### config.mk
export PLATFORM = sky130hd
export DESIGN_NAME = dsd_stream_guard
export DESIGN_NICKNAME = d
export VERILOG_FILES = /design/src/rtl/dsd_guard_pkg.sv /design/src/rtl/dsd_route.sv /design/src/rtl/dsd_chan_mon.sv /design/src/rtl/dsd_guard_ctrl.sv /design/src/rtl/dsd_stream_guard.sv
export SDC_FILE = /design/constraint.sdc
export NUM_CORES = 1
export LEC_CHECK = 0
export BUFFER_PORTS_ARGS = -buffer_cell sky130_fd_sc_hd__buf_2
export CAP_MARGIN = 20
export CORE_MARGIN = 5
export CORE_UTILIZATION = 60
export CTS_CLUSTER_SIZE = 10
export DETAILED_ROUTE_END_ITERATION = 16
export PLACE_DENSITY = 0.78
export SYNTH_ARGS = -nofsm -noshare
export SYNTH_HDL_FRONTEND = slang
export SYNTH_SLANG_ARGS = --single-unit
### constraint.sdc
create_clock -name clk -period 3.9 [get_ports clk]
set_input_delay 0.585 -clock clk [delete_from_list [all_inputs] [get_ports clk]]
set_output_delay 0.585 -clock clk [all_outputs]
set_load 0.05 [all_outputs]
### src/rtl/dsd_guard_pkg.sv
package dsd_guard_pkg;

    typedef enum logic [1:0] {
        ST_IDLE,
        ST_FILL,
        ST_WATCH,
        ST_MUTED
    } guard_st_e;

    typedef struct packed {
        logic a;
        logic b;
    } bit_pair_t;

endpackage

### src/rtl/dsd_route.sv
module dsd_route
    import dsd_guard_pkg::*;
(
    input  bit_pair_t raw,
    input  logic      inv_a,
    input  logic      inv_b,
    input  logic      swap_ab,
    input  logic      copy_ab,
    output bit_pair_t routed
);

    logic pol_a;
    logic pol_b;

    always_comb begin
        pol_a    = raw.a ^ inv_a;
        pol_b    = raw.b ^ inv_b;
        routed.a = swap_ab ? pol_b : pol_a;
        if (copy_ab) begin
            routed.b = routed.a;
        end else begin
            routed.b = swap_ab ? pol_a : pol_b;
        end
    end

endmodule

### src/rtl/dsd_chan_mon.sv
module dsd_chan_mon #(
    parameter int RUN_LEN = 28,
    parameter int WIN_LEN = 28,
    parameter int WIN_HI  = 25
) (
    input  logic clk,
    input  logic rst_n,
    input  logic hold,
    input  logic take,
    input  logic bit_in,
    output logic stuck_nx,
    output logic inval_nx,
    output logic full_nx
);

    localparam int RW = $clog2(RUN_LEN + 1);
    localparam int CW = $clog2(WIN_LEN + 1);
    localparam logic [RW-1:0] RUN_C = RW'(RUN_LEN);
    localparam logic [CW-1:0] WIN_C = CW'(WIN_LEN);
    localparam logic [CW-1:0] HI_C  = CW'(WIN_HI);
    localparam logic [CW-1:0] LO_C  = CW'(WIN_LEN - WIN_HI);

    logic [RW-1:0]      run_q, run_d;
    logic               last_q;
    logic [WIN_LEN-1:0] win_q;
    logic [CW-1:0]      pop_q, pop_d;
    logic [CW-1:0]      seen_q, seen_d;

    always_comb begin
        seen_d = seen_q;
        run_d  = run_q;
        pop_d  = pop_q;
        if (take) begin
            if (seen_q < WIN_C) begin
                seen_d = seen_q + 1'b1;
            end
            if (seen_q == '0 || bit_in != last_q) begin
                run_d = RW'(1);
            end else if (run_q != RUN_C) begin
                run_d = run_q + 1'b1;
            end
            pop_d = pop_q + {{(CW-1){1'b0}}, bit_in}
                          - {{(CW-1){1'b0}}, win_q[WIN_LEN-1]};
        end
        full_nx  = (seen_d == WIN_C);
        stuck_nx = (run_d == RUN_C);
        inval_nx = take && full_nx && (pop_d >= HI_C || pop_d <= LO_C);
    end

    always_ff @(posedge clk) begin
        if (!rst_n || hold) begin
            run_q  <= '0;
            last_q <= 1'b0;
            win_q  <= '0;
            pop_q  <= '0;
            seen_q <= '0;
        end else if (take) begin
            run_q  <= run_d;
            last_q <= bit_in;
            win_q  <= {win_q[WIN_LEN-2:0], bit_in};
            pop_q  <= pop_d;
            seen_q <= seen_d;
        end
    end

    AST_POP_MATCHES_WINDOW: assert property (@(posedge clk) disable iff (!rst_n)
        pop_q == CW'($countones(win_q)));

    AST_RUN_RESTARTS: assert property (@(posedge clk) disable iff (!rst_n)
        take && !hold && seen_q != '0 && bit_in != last_q |=> run_q == RW'(1));

endmodule

### src/rtl/dsd_guard_ctrl.sv
module dsd_guard_ctrl
    import dsd_guard_pkg::*;
(
    input  logic       clk,
    input  logic       rst_n,
    input  logic       play_en,
    input  logic       take,
    input  bit_pair_t  routed,
    input  logic       stuck_en,
    input  logic       inval_en,
    input  logic [1:0] stuck_nx,
    input  logic [1:0] inval_nx,
    input  logic       full_nx,
    input  logic       clr_stuck,
    input  logic       clr_inval_a,
    input  logic       clr_inval_b,
    output logic       dout_a,
    output logic       dout_b,
    output logic       dout_vld,
    output logic       mute,
    output logic       stuck_sts,
    output logic       inval_a_sts,
    output logic       inval_b_sts
);

    guard_st_e state_q, state_d;
    logic      sil_q;
    logic      stuck_hit;
    logic      mute_d;

    assign stuck_hit = take && stuck_en && (|stuck_nx);
    assign mute_d    = (state_d == ST_MUTED);

    always_comb begin
        state_d = state_q;
        unique case (state_q)
            ST_IDLE:  if (play_en) state_d = ST_FILL;
            ST_FILL: begin
                if (stuck_hit)             state_d = ST_MUTED;
                else if (take && full_nx)  state_d = ST_WATCH;
            end
            ST_WATCH: if (stuck_hit) state_d = ST_MUTED;
            ST_MUTED: begin
                if (!stuck_en)                  state_d = ST_WATCH;
                else if (take && !(|stuck_nx))  state_d = ST_WATCH;
            end
        endcase
        if (!play_en) state_d = ST_IDLE;
    end

    always_ff @(posedge clk) begin
        if (!rst_n) state_q <= ST_IDLE;
        else        state_q <= state_d;
    end

    always_ff @(posedge clk) begin
        if (!rst_n) begin
            dout_a      <= 1'b0;
            dout_b      <= 1'b0;
            dout_vld    <= 1'b0;
            mute        <= 1'b0;
            sil_q       <= 1'b1;
            stuck_sts   <= 1'b0;
            inval_a_sts <= 1'b0;
            inval_b_sts <= 1'b0;
        end else begin
            stuck_sts   <= (stuck_sts & ~clr_stuck) | stuck_hit;
            inval_a_sts <= (inval_a_sts & ~clr_inval_a) | (inval_en & inval_nx[0]);
            inval_b_sts <= (inval_b_sts & ~clr_inval_b) | (inval_en & inval_nx[1]);
            mute        <= mute_d;
            dout_vld    <= take;
            if (!play_en) begin
                dout_a <= 1'b0;
                dout_b <= 1'b0;
                sil_q  <= 1'b1;
            end else if (take) begin
                if (mute_d) begin
                    dout_a <= sil_q;
                    dout_b <= sil_q;
                    sil_q  <= ~sil_q;
                end else begin
                    dout_a <= routed.a;
                    dout_b <= routed.b;
                    sil_q  <= 1'b1;
                end
            end
        end
    end

    AST_NO_MUTE_WHEN_OFF: assert property (@(posedge clk) disable iff (!rst_n)
        !stuck_en |=> !mute);

    AST_STUCK_STS_HOLDS: assert property (@(posedge clk) disable iff (!rst_n)
        stuck_sts && !clr_stuck |=> stuck_sts);

    AST_MUTE_RAISES_STS: assert property (@(posedge clk) disable iff (!rst_n)
        $rose(mute) |-> stuck_sts);

    AST_SILENCE_BOTH: assert property (@(posedge clk) disable iff (!rst_n)
        dout_vld && mute |-> dout_a == dout_b);

    AST_IDLE_QUIET: assert property (@(posedge clk) disable iff (!rst_n)
        !play_en |=> !dout_vld && !mute);

    AST_INVAL_A_NEEDS_EN: assert property (@(posedge clk) disable iff (!rst_n)
        $rose(inval_a_sts) |-> $past(inval_en));

endmodule

### src/rtl/dsd_stream_guard.sv
module dsd_stream_guard
    import dsd_guard_pkg::*;
#(
    parameter int RUN_LEN = 28,
    parameter int WIN_LEN = 28,
    parameter int WIN_HI  = 25
) (
    input  logic clk,
    input  logic rst_n,
    input  logic play_en,
    input  logic rate_fast,
    input  logic base_tick,
    input  logic din_a,
    input  logic din_b,
    input  logic inv_a,
    input  logic inv_b,
    input  logic swap_ab,
    input  logic copy_ab,
    input  logic stuck_en,
    input  logic inval_en,
    input  logic clr_stuck,
    input  logic clr_inval_a,
    input  logic clr_inval_b,
    output logic dout_a,
    output logic dout_b,
    output logic dout_vld,
    output logic mute,
    output logic stuck_sts,
    output logic inval_a_sts,
    output logic inval_b_sts
);

    localparam int NCH = 2;

    logic            half_q;
    logic            take;
    bit_pair_t       raw;
    bit_pair_t       routed;
    logic [NCH-1:0]  ch_bits;
    logic [NCH-1:0]  stuck_nx;
    logic [NCH-1:0]  inval_nx;
    logic [NCH-1:0]  full_nx;

    assign take = play_en && base_tick && (rate_fast || !half_q);

    always_ff @(posedge clk) begin
        if (!rst_n || !play_en) half_q <= 1'b0;
        else if (base_tick)     half_q <= ~half_q;
    end

    assign raw.a   = din_a;
    assign raw.b   = din_b;
    assign ch_bits = {routed.b, routed.a};

    dsd_route i_route (
        .raw     (raw),
        .inv_a   (inv_a),
        .inv_b   (inv_b),
        .swap_ab (swap_ab),
        .copy_ab (copy_ab),
        .routed  (routed)
    );

    for (genvar g = 0; g < NCH; g++) begin : g_mon
        dsd_chan_mon #(
            .RUN_LEN (RUN_LEN),
            .WIN_LEN (WIN_LEN),
            .WIN_HI  (WIN_HI)
        ) i_mon (
            .clk      (clk),
            .rst_n    (rst_n),
            .hold     (!play_en),
            .take     (take),
            .bit_in   (ch_bits[g]),
            .stuck_nx (stuck_nx[g]),
            .inval_nx (inval_nx[g]),
            .full_nx  (full_nx[g])
        );
    end

    dsd_guard_ctrl i_ctrl (
        .clk         (clk),
        .rst_n       (rst_n),
        .play_en     (play_en),
        .take        (take),
        .routed      (routed),
        .stuck_en    (stuck_en),
        .inval_en    (inval_en),
        .stuck_nx    (stuck_nx),
        .inval_nx    (inval_nx),
        .full_nx     (full_nx[0]),
        .clr_stuck   (clr_stuck),
        .clr_inval_a (clr_inval_a),
        .clr_inval_b (clr_inval_b),
        .dout_a      (dout_a),
        .dout_b      (dout_b),
        .dout_vld    (dout_vld),
        .mute        (mute),
        .stuck_sts   (stuck_sts),
        .inval_a_sts (inval_a_sts),
        .inval_b_sts (inval_b_sts)
    );

    AST_FULL_AGREE: assert property (@(posedge clk) disable iff (!rst_n)
        full_nx[0] == full_nx[1]);

    AST_SLOW_SKIP: assert property (@(posedge clk) disable iff (!rst_n)
        play_en && !rate_fast && take |=> !take);

endmodule

=== Yosys cells after proc, flatten, opt, wreduce, memory -nomap -nowiden ===
Index checks and enable logic that the tools add are counted.
Widths: inputs -> output; s select.

* Register bits after elaboration: 99
* Input bits: 16
* Output and inout port bits: 7
* Word-level logic and storage cells: 110

* Add/subtract/negate cells: 8
* $lt $le $gt $ge: 6
* Eq/ne operators: 12
* Multiplexer cells: 25
* Bitwise logic cells: 15
* Reductions and logical operators: 24

{| class="wikitable"
|+ Operator list
! operator !! count
|-
| $mux 5 || 12
|-
| $add 5x1->5 const B || 4
|-
| $eq 5x5->1 const B || 4
|-
| $mux 2 || 6
|-
| $add 5x1->5 || 2
|-
| $ge 5x5->1 const B || 2
|-
| $le 5x2->1 const B || 2
|-
| $logic_not 5->1 || 2
|-
| $lt 5x5->1 const B || 2
|-
| $ne 5x5->1 const B || 2
|-
| $sub 5x1->5 || 2
|-
| $logic_and 1x1->1 || 9
|-
| $pmux 2 s4 || 1
|-
| $eq 2x2->1 const B || 3
|-
| $logic_or 1x1->1 || 6
|-
| $mux 1 || 6
|-
| $and 1x1->1 || 5
|-
| $not 1->1 || 5
|-
| $logic_not 1->1 || 4
|-
| $or 1x1->1 || 3
|-
| $eq 2x1->1 const B || 1
|-
| $logic_not 2->1 || 1
|-
| $ne 1x1->1 || 2
|-
| $reduce_and 2->1 || 1
|-
| other kinds (2) || 3
|}

=== Longest topological paths before layout ===
Gate-level depths: netlist (run 1).

* Word-level depth: 17
* Mapped depth: 15
* Mapped depth without buffers: 15

=== By module ===
Synthesis (run 1) repeated with hierarchy kept, for this count alone.

* Cells, all modules: 503
* Area, all modules: 4667.0 um^2

{| class="wikitable"
|+ Modules (own cells, without submodules)
! module !! times used !! cells each !! area an instance (um^2) !! sequential area each (um^2)
|-
| dsd_chan_mon || 2 || 220 || 2054.5 || 860.8
|-
| dsd_guard_ctrl || 1 || 51 || 460.4 || 200.2
|-
| dsd_stream_guard || 1 || 7 || 51.3 || 20.0
|-
| dsd_route || 1 || 5 || 46.3 || 0.0
|}

=== Worst setup path after synthesis (run 1) ===
No wires, ideal clock.

* Path kind: input port to flip-flop
* From: input port swap_ab
* To: register i_ctrl.inval_b_sts
* Arrival time: 3.251 ns
* Setup slack: 0.579 ns
* Stages: 14
* Path through: xnor2_1 mux2_4 ha_1 inv_1 ha_1 fa_1 a21o_1 a21oi_1 xnor2_1 nor2_1 xnor2_1 a211o_1 a211o_1 a21boi_1

* Longest elaborated chain between the ends: 10
* Elaborated cells on any way between the ends: 12
* Classes of those cells: 2 x add/sub; 2 x order compare; 4 x mux; 2 x bitwise; 2 x reduce/logical

{| class="wikitable"
|+ RTL lines
! item !! line !! RTL
|-
| from (decl) || dsd_stream_guard.sv:17 || <nowiki>input logic swap_ab,</nowiki>
|-
| $mux 1 (on tied branches) || dsd_route.sv:22, dsd_route.sv:18 ||
|-
| $mux 1 (*) || dsd_route.sv:19 || <nowiki>if (copy_ab) begin</nowiki>
|-
| $add 5x1->5 (*) || dsd_chan_mon.sv:42 || <nowiki>pop_d = pop_q + {{(CW-1){1'b0}}, bit_in}</nowiki>
|-
| $sub 5x1->5 (*) || dsd_chan_mon.sv:43 || <nowiki>- {{(CW-1){1'b0}}, win_q[WIN_LEN-1]};</nowiki>
|-
| $mux 5 (*) || dsd_chan_mon.sv:33 || <nowiki>if (take) begin</nowiki>
|-
| $ge 5x5->1 / $le 5x2->1 (equally long branches) || dsd_chan_mon.sv:47 || <nowiki>inval_nx = take && full_nx && (pop_d >= HI_C || pop_d <= LO_C);</nowiki>
|-
| $logic_or 1x1->1 (*) || dsd_chan_mon.sv:47 ||
|-
| $logic_and 1x1->1 (*) || dsd_chan_mon.sv:47 ||
|-
| $and 1x1->1 (*) || dsd_guard_ctrl.sv:69 || <nowiki>inval_b_sts <= (inval_b_sts & ~clr_inval_b) | (inval_en & inval_nx[1]);</nowiki>
|-
| $or 1x1->1 (*) || dsd_guard_ctrl.sv:69 ||
|-
| to (signal assigned) || dsd_guard_ctrl.sv:69 ||
|-
| to (decl) || dsd_guard_ctrl.sv:23 || <nowiki>output logic inval_b_sts</nowiki>
|}

Mark *: on every way between the ends. The rest lies on a longest branch, timed or not.
A chain may end at the register's enable or synchronous reset.

=== Worst setup path in the final report (run 1) ===
Same ends and word-level chain as after synthesis.

==> impl_metrics.toml, run 1 <==
[outcome]
status = "finished, final reports clean"

[drt]
routedWlPerCell_um = 12.7
drc = 0
dr.pass1.iters = 6
routed_wirelength_um = 8640
num_vias = 3793
drt_iter0_drc = 220
via_per_inst = 5.56
antenna_left = 0

[timing]
finalSetupViolCount = 0
max_freq_mhz = 305
hold_viol_final = 0
tns_ps = 0
min_period_ps = 3280
grt_setup_unrepaired = "false"
min_period_over_period_pct = 84.2
fin_worst_skew_ps = 7.55
tightest_slew_ps = 1010
drv_slew = 0
max_slew_margin_pct = 32.7

[hold_path]
min_from = "g_mon[0].i_mon.win_q[12]"
hold_depth = 2
hp-class = "register to register"
hold_path_end = "g_mon[0].i_mon.win_q[13]"

[setup_path]
rr_startpoint = "g_mon[1].i_mon.win_q[27]"
rrSetupSlack_ps = 1190
required_ps = 4210
cpPeakStageDelay_ps = 420
crit_chain = "buf_2 -> xnor2_1 -> mux2_4 -> ha_1 -> inv_1 -> ha_1 -> fa_1 -> a21o_1 -> a21oi_1 -> xnor2_1 -> nor2_1 -> xnor2_1 -> a211o_1 -> a211o_1 -> a21boi_1"
crit_cells = 15
worstSetupPathType = "input port to register"
cp_num_buf_inv = 2
timing.rr.end = "i_ctrl.inval_b_sts"
cp_top_family = "compound AO/OA/AOI/OAI gates"
critPathLaunchType = "input port"
reg2regPathDepth = 12
cp_max_fo = 6
end_kind = "register"
cpMostUsedCell = "xnor2_1"
critPathArrivalTime_ps = 3590
critical-path-slowest-cell = "fa_1"

[final_layout]
regArea_sq_um = 1940
antenna_cells = 0
multiInputGateArea_sq_um = 2400
area_growth_pct = 7.97
drive_above_1_share_pct = 10.1
nFillCells = 643
final_net_count = 614

[floorplan]
die_x_um = 97.0
dieHeight_um = 97.0
rows = 31
core_region_area_sq_um = 7290
start_util_pct = 62.2
die-area_sq_um = 9400
io_pins = 23

[global_route]
grt_pass1_vias = 3595
grt_remaining_overflow = 0
antenna_found_initial = 0
grt_max_degree = 60
grt_pass1_wl_um = 15400
track_usage_pct = 18.9

[cts]
root_buffer = "clkbuf_8"
numCtsBuffers = 9
cts.sinks = 97
cts_buffer_depth = 2
clock_latency_ps = 360
cts_tree = "built"
postCtsHoldBufs = 0
h-tree-depth = 3
cts_resized = 0
cts.clk_slew.worst_paths_ps = 100
post_cts_buffers = 0

[logic_synthesis]
synth.avg_cell_area_sq_um = 8.00
synth_flop_cell = "dfxtp_1"
synth_fp_nets = 603
synth.area.top_cells = "dfxtp_1 (43%), nand2_1 (11%), a21oi_1 (9.3%), ha_1 (5.0%), nor2_1 (3.6%)"
synth_top_area_share_pct = 42.8
synthArstFlopShare_pct = 0
synth_cell_types = 51
synth_warnings = 0
yosysSeqAreaShare_pct = 42.8
synth_area_sq_um = 4540
synth-edff-count = 0
ys_seq_elements = 97
yosys.area.top_type = "dfxtp_1"
synth_cells = 567

[power]
vdd_ir_drop_max_uv = 228
p_total_mw = 1.77
power.leakage_nw = 1.70
pwr_density_cell_nw_per_um2 = 361

[place]
port_buffers = 22
gp_congestion = 0.821
hpwl_um = 5870

[flow_run]
drv_cap = 0
-- synth_stat cells, types with 3 or more instances --
master / n
a211oi_1: 4
a21boi_0: 3
a21o_1: 4
a21oi_1: 84
a311oi_1: 3
a31oi_1: 4
and2_1: 4
and3_1: 8
buf_1: 3
buf_4: 4
clkbuf_1: 19
dfxtp_1: 97
ha_1: 18
inv_1: 23
mux2_4: 3
mux2i_1: 5
nand2_1: 133
nand2b_1: 6
nand3_1: 9
nand3b_1: 6
nand4_1: 5
nor2_1: 43
nor2b_1: 7
nor3_1: 12
o21ai_0: 10
o31ai_1: 3
or3_1: 5
xnor2_1: 10
-- routing by layer --
layer / wire [um] / share of wire, % / global-route usage (%)
met3: 282 / 3.3 / 2.73
met2: 4280 / 50 / 34.8
met5: 0 / 0 / 0
met4: 175 / 2.0 / 7.99
met1: 3900 / 45 / 21.7
-- cells by family (layout without fill, tap and decap cells) --
| logic type | after synthesis | in the layout | synth area share [%] |
|---|---|---|---|
| multiplexers | 11 | 11 | 3.09 |
| flip-flops | 97 | 97 | 42.8 |
| buffers and inverters | 50 | 66 | 4.49 |
| adder cells (fa/ha/maj) | 20 | 20 | 5.85 |
| XOR/XNOR | 12 | 12 | 2.32 |
| AND/OR/NAND/NOR | 245 | 245 | 24.2 |
| AO/OA/AOI/OAI | 132 | 132 | 17.3 |
-- stage by stage --
| stage | setup WS, ps | area [sq um] | util [%] | hold WS [ps] | std cells |
|---|---|---|---|---|---|
| 6_report | 618 | 4900 | 67.2 | 455 | 682 |
| 2_1_floorplan | 579 | 4540 | - | 432 | 567 |
| 5_1_grt | 443 | 4900 | 67.2 | 462 | 682 |
| 3_3_place_gp | 336 | 4690 | 64.4 | 436 | 665 |
| 4_1_cts | 621 | 4880 | 66.9 | 459 | 681 |
| 3_5_place_dp | 243 | 4690 | 64.4 | 443 | 665 |
-- power breakdown --
group          switching, mW  internal [mW]  total [mW]
Combinational         0.0955         0.0488       0.144
Clock                  0.375          0.247       0.622
Sequential           0.00675          0.996        1.00
Total                  0.478           1.29        1.77
-- how the worst max path moves through the flow --
stage / start / endpoint / slack, ps
floorplan: swap_ab / i_ctrl.inval_b_sts / 580
global placement: swap_ab / i_ctrl.inval_b_sts / 340
detailed placement: swap_ab / i_ctrl.inval_b_sts / 240
CTS: swap_ab / i_ctrl.inval_b_sts / 620
global route: swap_ab / i_ctrl.inval_b_sts / 440
finish: swap_ab / i_ctrl.inval_b_sts / 620
-- registers in the layout, indices dropped and copies added, names as in the netlist --
name / count
g_mon.i_mon.win_q: 56
g_mon.i_mon.pop_q: 10
g_mon.i_mon.run_q: 10
g_mon.i_mon.seen_q: 10
i_ctrl.state_q: 2
half_q: 1
i_ctrl.dout_a: 1
i_ctrl.dout_b: 1
i_ctrl.dout_vld: 1
i_ctrl.inval_a_sts: 1
i_ctrl.inval_b_sts: 1
i_ctrl.mute: 1
i_ctrl.sil_q: 1
i_ctrl.stuck_sts: 1
-- cell usage in the layout, fill, tap and decap left out, drive strengths merged, types with 4 or more instances in the layout --
| cell | n |
|---|---|
| nand4 | 5 |
| nand3b | 6 |
| nand2 | 133 |
| a21boi | 4 |
| dfxtp | 97 |
| nor2 | 43 |
| xnor2 | 10 |
| nor3 | 12 |
| a31oi | 4 |
| a211oi | 4 |
| and2 | 4 |
| mux2i | 6 |
| o21ai | 10 |
| inv | 27 |
| nand2b | 6 |
| and3 | 8 |
| nand3 | 9 |
| buf | 27 |
| a21o | 4 |
| a21oi | 86 |
| nor2b | 7 |
| mux2 | 5 |
| ha | 18 |
| or3 | 5 |
| clkbuf | 9 |
-- worst register-to-register path: stages (launching register included) --
cell and delay, ps:
dfxtp_1 340, ha_1 280, inv_1 40, ha_1 200, fa_1 420, a21o_1 180
a21oi_1 160, xnor2_1 130, nor2_1 60, xnor2_1 180, a211o_1 240, a211o_1 300
a21boi_1 110
-- layout make-up --
type | count | area share (%)
inverter | 23 | 1.76
tap | 99 | 2.53
clock buffer | 9 | 2.53
clock inverter | 7 | 1.28
multi-input combinational | 420 | 49.0
sequential | 97 | 39.6
timing repair buffer | 27 | 3.27
(Power assumes the default switching activity.)
==> inputs of run 2 (changes only) <==
Settings changed: CORE_UTILIZATION 60 to 55, PLACE_DENSITY 0.78 to 0.76.
Clock period 3.9 ns to 2.7 ns, I/O delays scaled along.
==> impl_metrics.toml, run 2 (same netlist as run 1, synthesis figures left out) <==
[timing]
finalSetupViolCount = 1
tightest_slew_ps = 694
fin_ws_ps = -153
max_slew_margin_pct = 53.6
hold_viol_final = 0
grt_setup_unrepaired = "true"
min_period_ps = 2850
drv_slew = 0
min_period_over_period_pct = 106
max_freq_mhz = 351
tns_ps = -153
fin_worst_skew_ps = 12.0

[place]
port_buffers = 22
gp_congestion = 0.815
dpl_worst_slack_ps = -593
hpwl_um = 6330

[power]
vdd_ir_drop_max_uv = 315
power.leakage_nw = 1.83
p_total_mw = 2.62
pwr_density_cell_nw_per_um2 = 504

[final_layout]
mostFrequentLayoutCells = "nand2_1 (131), dfxtp_1 (97), a21oi_1 (83)"
final_net_count = 636
area_growth_pct = 14.6
drive_above_1_share_pct = 15.9
nFillCells = 689
antenna_cells = 0
regMostFlops = "g_mon.i_mon.win_q"
final_util_pct = 63.9
mostFrequentLayoutCell = "nand2_1"
largest_reg_flops = 56

[drt]
via_per_inst = 5.49
num_vias = 3897
antenna_left = 0
routed.top_layer = "met4"
wl_met1_um = 4380
routedWlPerCell_um = 13.2
drc = 0
routed_wirelength_um = 9360
drt_iter0_drc = 151
wl_met2_um = 4420
dr.pass1.iters = 4
wl_met3_um = 403

[flow_run]
drv_cap = 0

[global_route]
grt_pass1_vias = 3570
grt_remaining_overflow = 0
grt_max_degree = 34
antenna_found_initial = 0
grt_pass1_wl_um = 15800
track_usage_pct = 19.0

[setup_path]
critPathArrivalTime_ps = 3150
end_kind = "register"
crit_chain = "buf_8 -> xnor2_4 -> mux2_4 -> ha_4 -> inv_2 -> ha_4 -> fa_2 -> a21o_1 -> a21oi_2 -> xnor2_1 -> nor2_1 -> xnor2_1 -> buf_4 -> nand3_2 -> a211o_1 -> a21boi_1"
critPathLaunchType = "input port"
worstSetupPathType = "input port to register"
required_ps = 3000
cpPeakStageDelay_ps = 370
cp_max_fo = 2
critical-path-slowest-cell = "fa_2"
cp_num_buf_inv = 3
cp_top_family = "adder cells"

[cts]
cts.clk_slew.worst_paths_ps = 90
postCtsHoldBufs = 0
cts_tree = "built"
cts_buffer_depth = 2
numCtsBuffers = 9
root_buffer = "clkbuf_8"
cts.sinks = 97
h-tree-depth = 3
clock_latency_ps = 370

[floorplan]
io_pins = 23
rows = 33
core_region_area_sq_um = 8130
die-area_sq_um = 10200
die_x_um = 101
dieHeight_um = 101
start_util_pct = 55.8

[outcome]
status = "finished with violations"
violations = "negative setup slack"

[hold_path]
hp-class = "input port to register"
==> run 2: worst paths after layout <==
path	startpoint	end	slack [ps]	cells after the start
setup reg to reg	g_mon[1].i_mon.win_q[27]	i_ctrl.inval_b_sts	140	13
hold / removal	clr_inval_b	i_ctrl.inval_b_sts	310	3
setup / recovery	swap_ab	i_ctrl.inval_b_sts	-150	16
hold reg to reg	g_mon[1].i_mon.win_q[13]	g_mon[1].i_mon.win_q[14]	450	2
==> run 2: timing repair <==
action	4_1_cts	5_1_grt
buffers inserted	6	4
resized for setup	9	7
setup endpoints to repair	2	4
pin swaps	12	19
==> run 2: final cells by class <==
class                      count  area, sq um  area share [%]
tap                          105          131            2.53
sequential                    97         1940            37.4
clock inverter                 6         60.1            1.16
multi-input combinational    420         2510            48.2
timing repair buffer          49          345            6.64
inverter                      23         86.3            1.66
clock buffer                  10          128            2.45
==> run 2: routing by layer <==
metal	vias to the layer above	GRT usage [%]
li1	1991	-
met1	1824	25.2
met2	66	30.5
met3	16	3.39
met4	0	8.19
met5	-	0
==> run 2: where the power goes <==
group	internal, mW	switching [mW]	leakage [nW]	total [mW]
registers	1.44	0.0107	0.783	1.45
clock network	0.360	0.548	0.0964	0.908
logic	0.105	0.155	0.952	0.260
total	1.90	0.714	1.83	2.62
==> run 2: worst reg2reg max path, cell delays in order (launching register included) <==
cell and delay, ps:
dfxtp_1 340, ha_4 270, inv_2 40, ha_4 150, fa_2 370, a21o_1 210
a21oi_2 140, xnor2_1 130, nor2_1 70, xnor2_1 200, buf_4 150, nand3_2 50
a211o_1 260, a21boi_1 100
==> run 2: metrics by stage <==
step	area (sq um)	hold slack, ps	cells
5_1_grt	5200	336	710
3_3_place_gp	4870	436	684
2_1_floorplan	4610	432	567
4_1_cts	5130	302	706
3_5_place_dp	4870	443	684
6_report	5200	315	710
==> inputs of run 3 (changes only) <==
Settings changed: BUFFER_PORTS_ARGS -buffer_cell sky130_fd_sc_hd__buf_2 to default, CORE_UTILIZATION 55 to 57, DONT_BUFFER_PORTS from default to 1, PLACE_DENSITY 0.76 to 0.75.
==> impl_metrics.toml, run 3 (same netlist as run 1, synthesis figures left out) <==
[cts]
cts_tree = "built"
postCtsHoldBufs = 0
numCtsBuffers = 9
cts_buffer_depth = 2
clock_latency_ps = 360
cts.clk_slew.worst_paths_ps = 100
cts.sinks = 97
root_buffer = "clkbuf_8"
h-tree-depth = 3

[floorplan]
die-area_sq_um = 9850
die_x_um = 99.2
io_pins = 23
rows = 32
core_region_area_sq_um = 7730
dieHeight_um = 99.2
start_util_pct = 58.7

[place]
port_buffers = 0
hpwl_um = 6220
gp_congestion = 0.859
dpl.cell_count = 657

[setup_path]
crit_chain = "xnor2_4 -> mux2_4 -> ha_4 -> inv_2 -> ha_4 -> fa_2 -> a21o_1 -> a21oi_2 -> xnor2_1 -> nor2_1 -> xnor2_1 -> a211o_1 -> a211o_1 -> a21boi_1"
critical-path-slowest-cell = "mux2_4"
cp_max_fo = 3
cpPeakStageDelay_ps = 340
critPathArrivalTime_ps = 2980
rr_startpoint = "g_mon[1].i_mon.win_q[27]"
worstSetupPathType = "input port to register"
critPathLaunchType = "input port"
reg2regPathDepth = 12
timing.rr.end = "i_ctrl.inval_b_sts"
rrSetupSlack_ps = 150
end_kind = "register"
required_ps = 2990

[power]
pwr_density_cell_nw_per_um2 = 521
power.leakage_nw = 1.66
p_total_mw = 2.59
vdd_ir_drop_max_uv = 409

[timing]
min_period_ps = 2690
grt_setup_unrepaired = "true"
max_slew_margin_pct = 58.4
fin_worst_skew_ps = 9.95
hold_viol_final = 0
finalSetupViolCount = 0
drv_slew = 0
max_freq_mhz = 372
tightest_slew_ps = 624
min_period_over_period_pct = 99.6

[global_route]
antenna_found_initial = 0
track_usage_pct = 18.8
grt_remaining_overflow = 0
grt_pass1_wl_um = 15500
grt_pass1_vias = 3560
grt_max_degree = 35

[final_layout]
mostFrequentLayoutCell = "nand2_1"
largest_reg_flops = 56
drive_above_1_share_pct = 11.0
final_net_count = 604
area_growth_pct = 9.57
mostFrequentLayoutCells = "nand2_1 (131), dfxtp_1 (97), a21oi_1 (83)"
finalNonFillerCells = 675
antenna_cells = 0
final_util_pct = 64.3
regMostFlops = "g_mon.i_mon.win_q"

[outcome]
status = "finished, final reports clean"

[flow_run]
drv_cap = 0

[hold_path]
min_from = "base_tick"
hp-class = "input port to register"
hold_path_end = "half_q"
hold_depth = 2

[drt]
routed_wirelength_um = 9060
drt_iter0_drc = 226
num_vias = 3762
dr.pass1.iters = 5
via_per_inst = 5.57
antenna_left = 0
routedWlPerCell_um = 13.4
drc = 0
==> run 3: cell types whose count changed in the layout (fill, tap and decap cells not counted), sizes merged <==
cell,change
buf,-32
clkinvlp,+1
clkinv,-1
==> run 3: worst max-delay path by stage <==
| stage | cells past startpoint | slack (ps) | start | end |
|---|---|---|---|---|
| after global placement | 14 | -390 | swap_ab | i_ctrl.inval_b_sts |
| final | 14 | 10 | swap_ab | i_ctrl.inval_b_sts |
| after CTS | 14 | 3 | swap_ab | i_ctrl.inval_b_sts |
| after detailed placement | 14 | -420 | swap_ab | i_ctrl.inval_b_sts |
| after floorplan | 14 | -330 | swap_ab | i_ctrl.inval_b_sts |
| after global routing | 14 | -90 | swap_ab | i_ctrl.inval_b_sts |
==> run 3: what timing repair did <==
| item | 4_1_cts | 5_1_grt |
|---|---|---|
| buffers inserted | 1 | 1 |
| resized for setup | 0 | 5 |
| pin swaps | 2 | 2 |
| endpoints found under the setup margin | 1 | 2 |
==> run 3: per-stage QoR <==
| step | TNS (ps) | hold WS, ps | instance area [sq um] | setup WS, ps |
|---|---|---|---|---|
| floorplan | -442 | 432 | 4610 | -333 |
| global placement | -589 | 436 | 4740 | -395 |
| detailed placement | -748 | 444 | 4740 | -417 |
| CTS | 0 | 176 | 4940 | 3.23 |
| global route | -118 | 173 | 4970 | -94.9 |
| finish | 0 | 189 | 4970 | 12.1 |
==> run 3: per-layer routing <==
layer / vias to the layer above / global-route usage, % / wire length, um
li1: 1929 / - / -
met2: 59 / 32.7 / 4370
met5: - / 0 / 0
met4: 0 / 5.67 / 107
met3: 11 / 4.70 / 406
met1: 1763 / 22.9 / 4170
==> run 3: where the power goes <==
part	total (mW)	internal (mW)	switching, mW
Sequential	1.46	1.44	0.0190
Combinational	0.215	0.0825	0.133
Clock	0.916	0.383	0.533
Total	2.59	1.90	0.684
==> run 3: cell type report <==
| cell class | count | area [sq um] |
|---|---|---|
| fillers | 670 | 2760 |
| multi-input cells | 420 | 2490 |
| flip-flops and latches | 97 | 1940 |
| clock buffers | 10 | 138 |
| repair buffers | 17 | 128 |
| well taps | 102 | 128 |
| inverters | 23 | 86.3 |
| clock inverters | 6 | 58.8 |
==> run 3: critical path, delay by kind of cell <==
kind	cells	cell delay, ps
AOI/OAI and AO/OA	5	950
and+or+nand+nor	1	70
buffers and inverters	1	40
xor gates and xnor gates	3	420
adders and majority gates	3	750
muxes	1	340
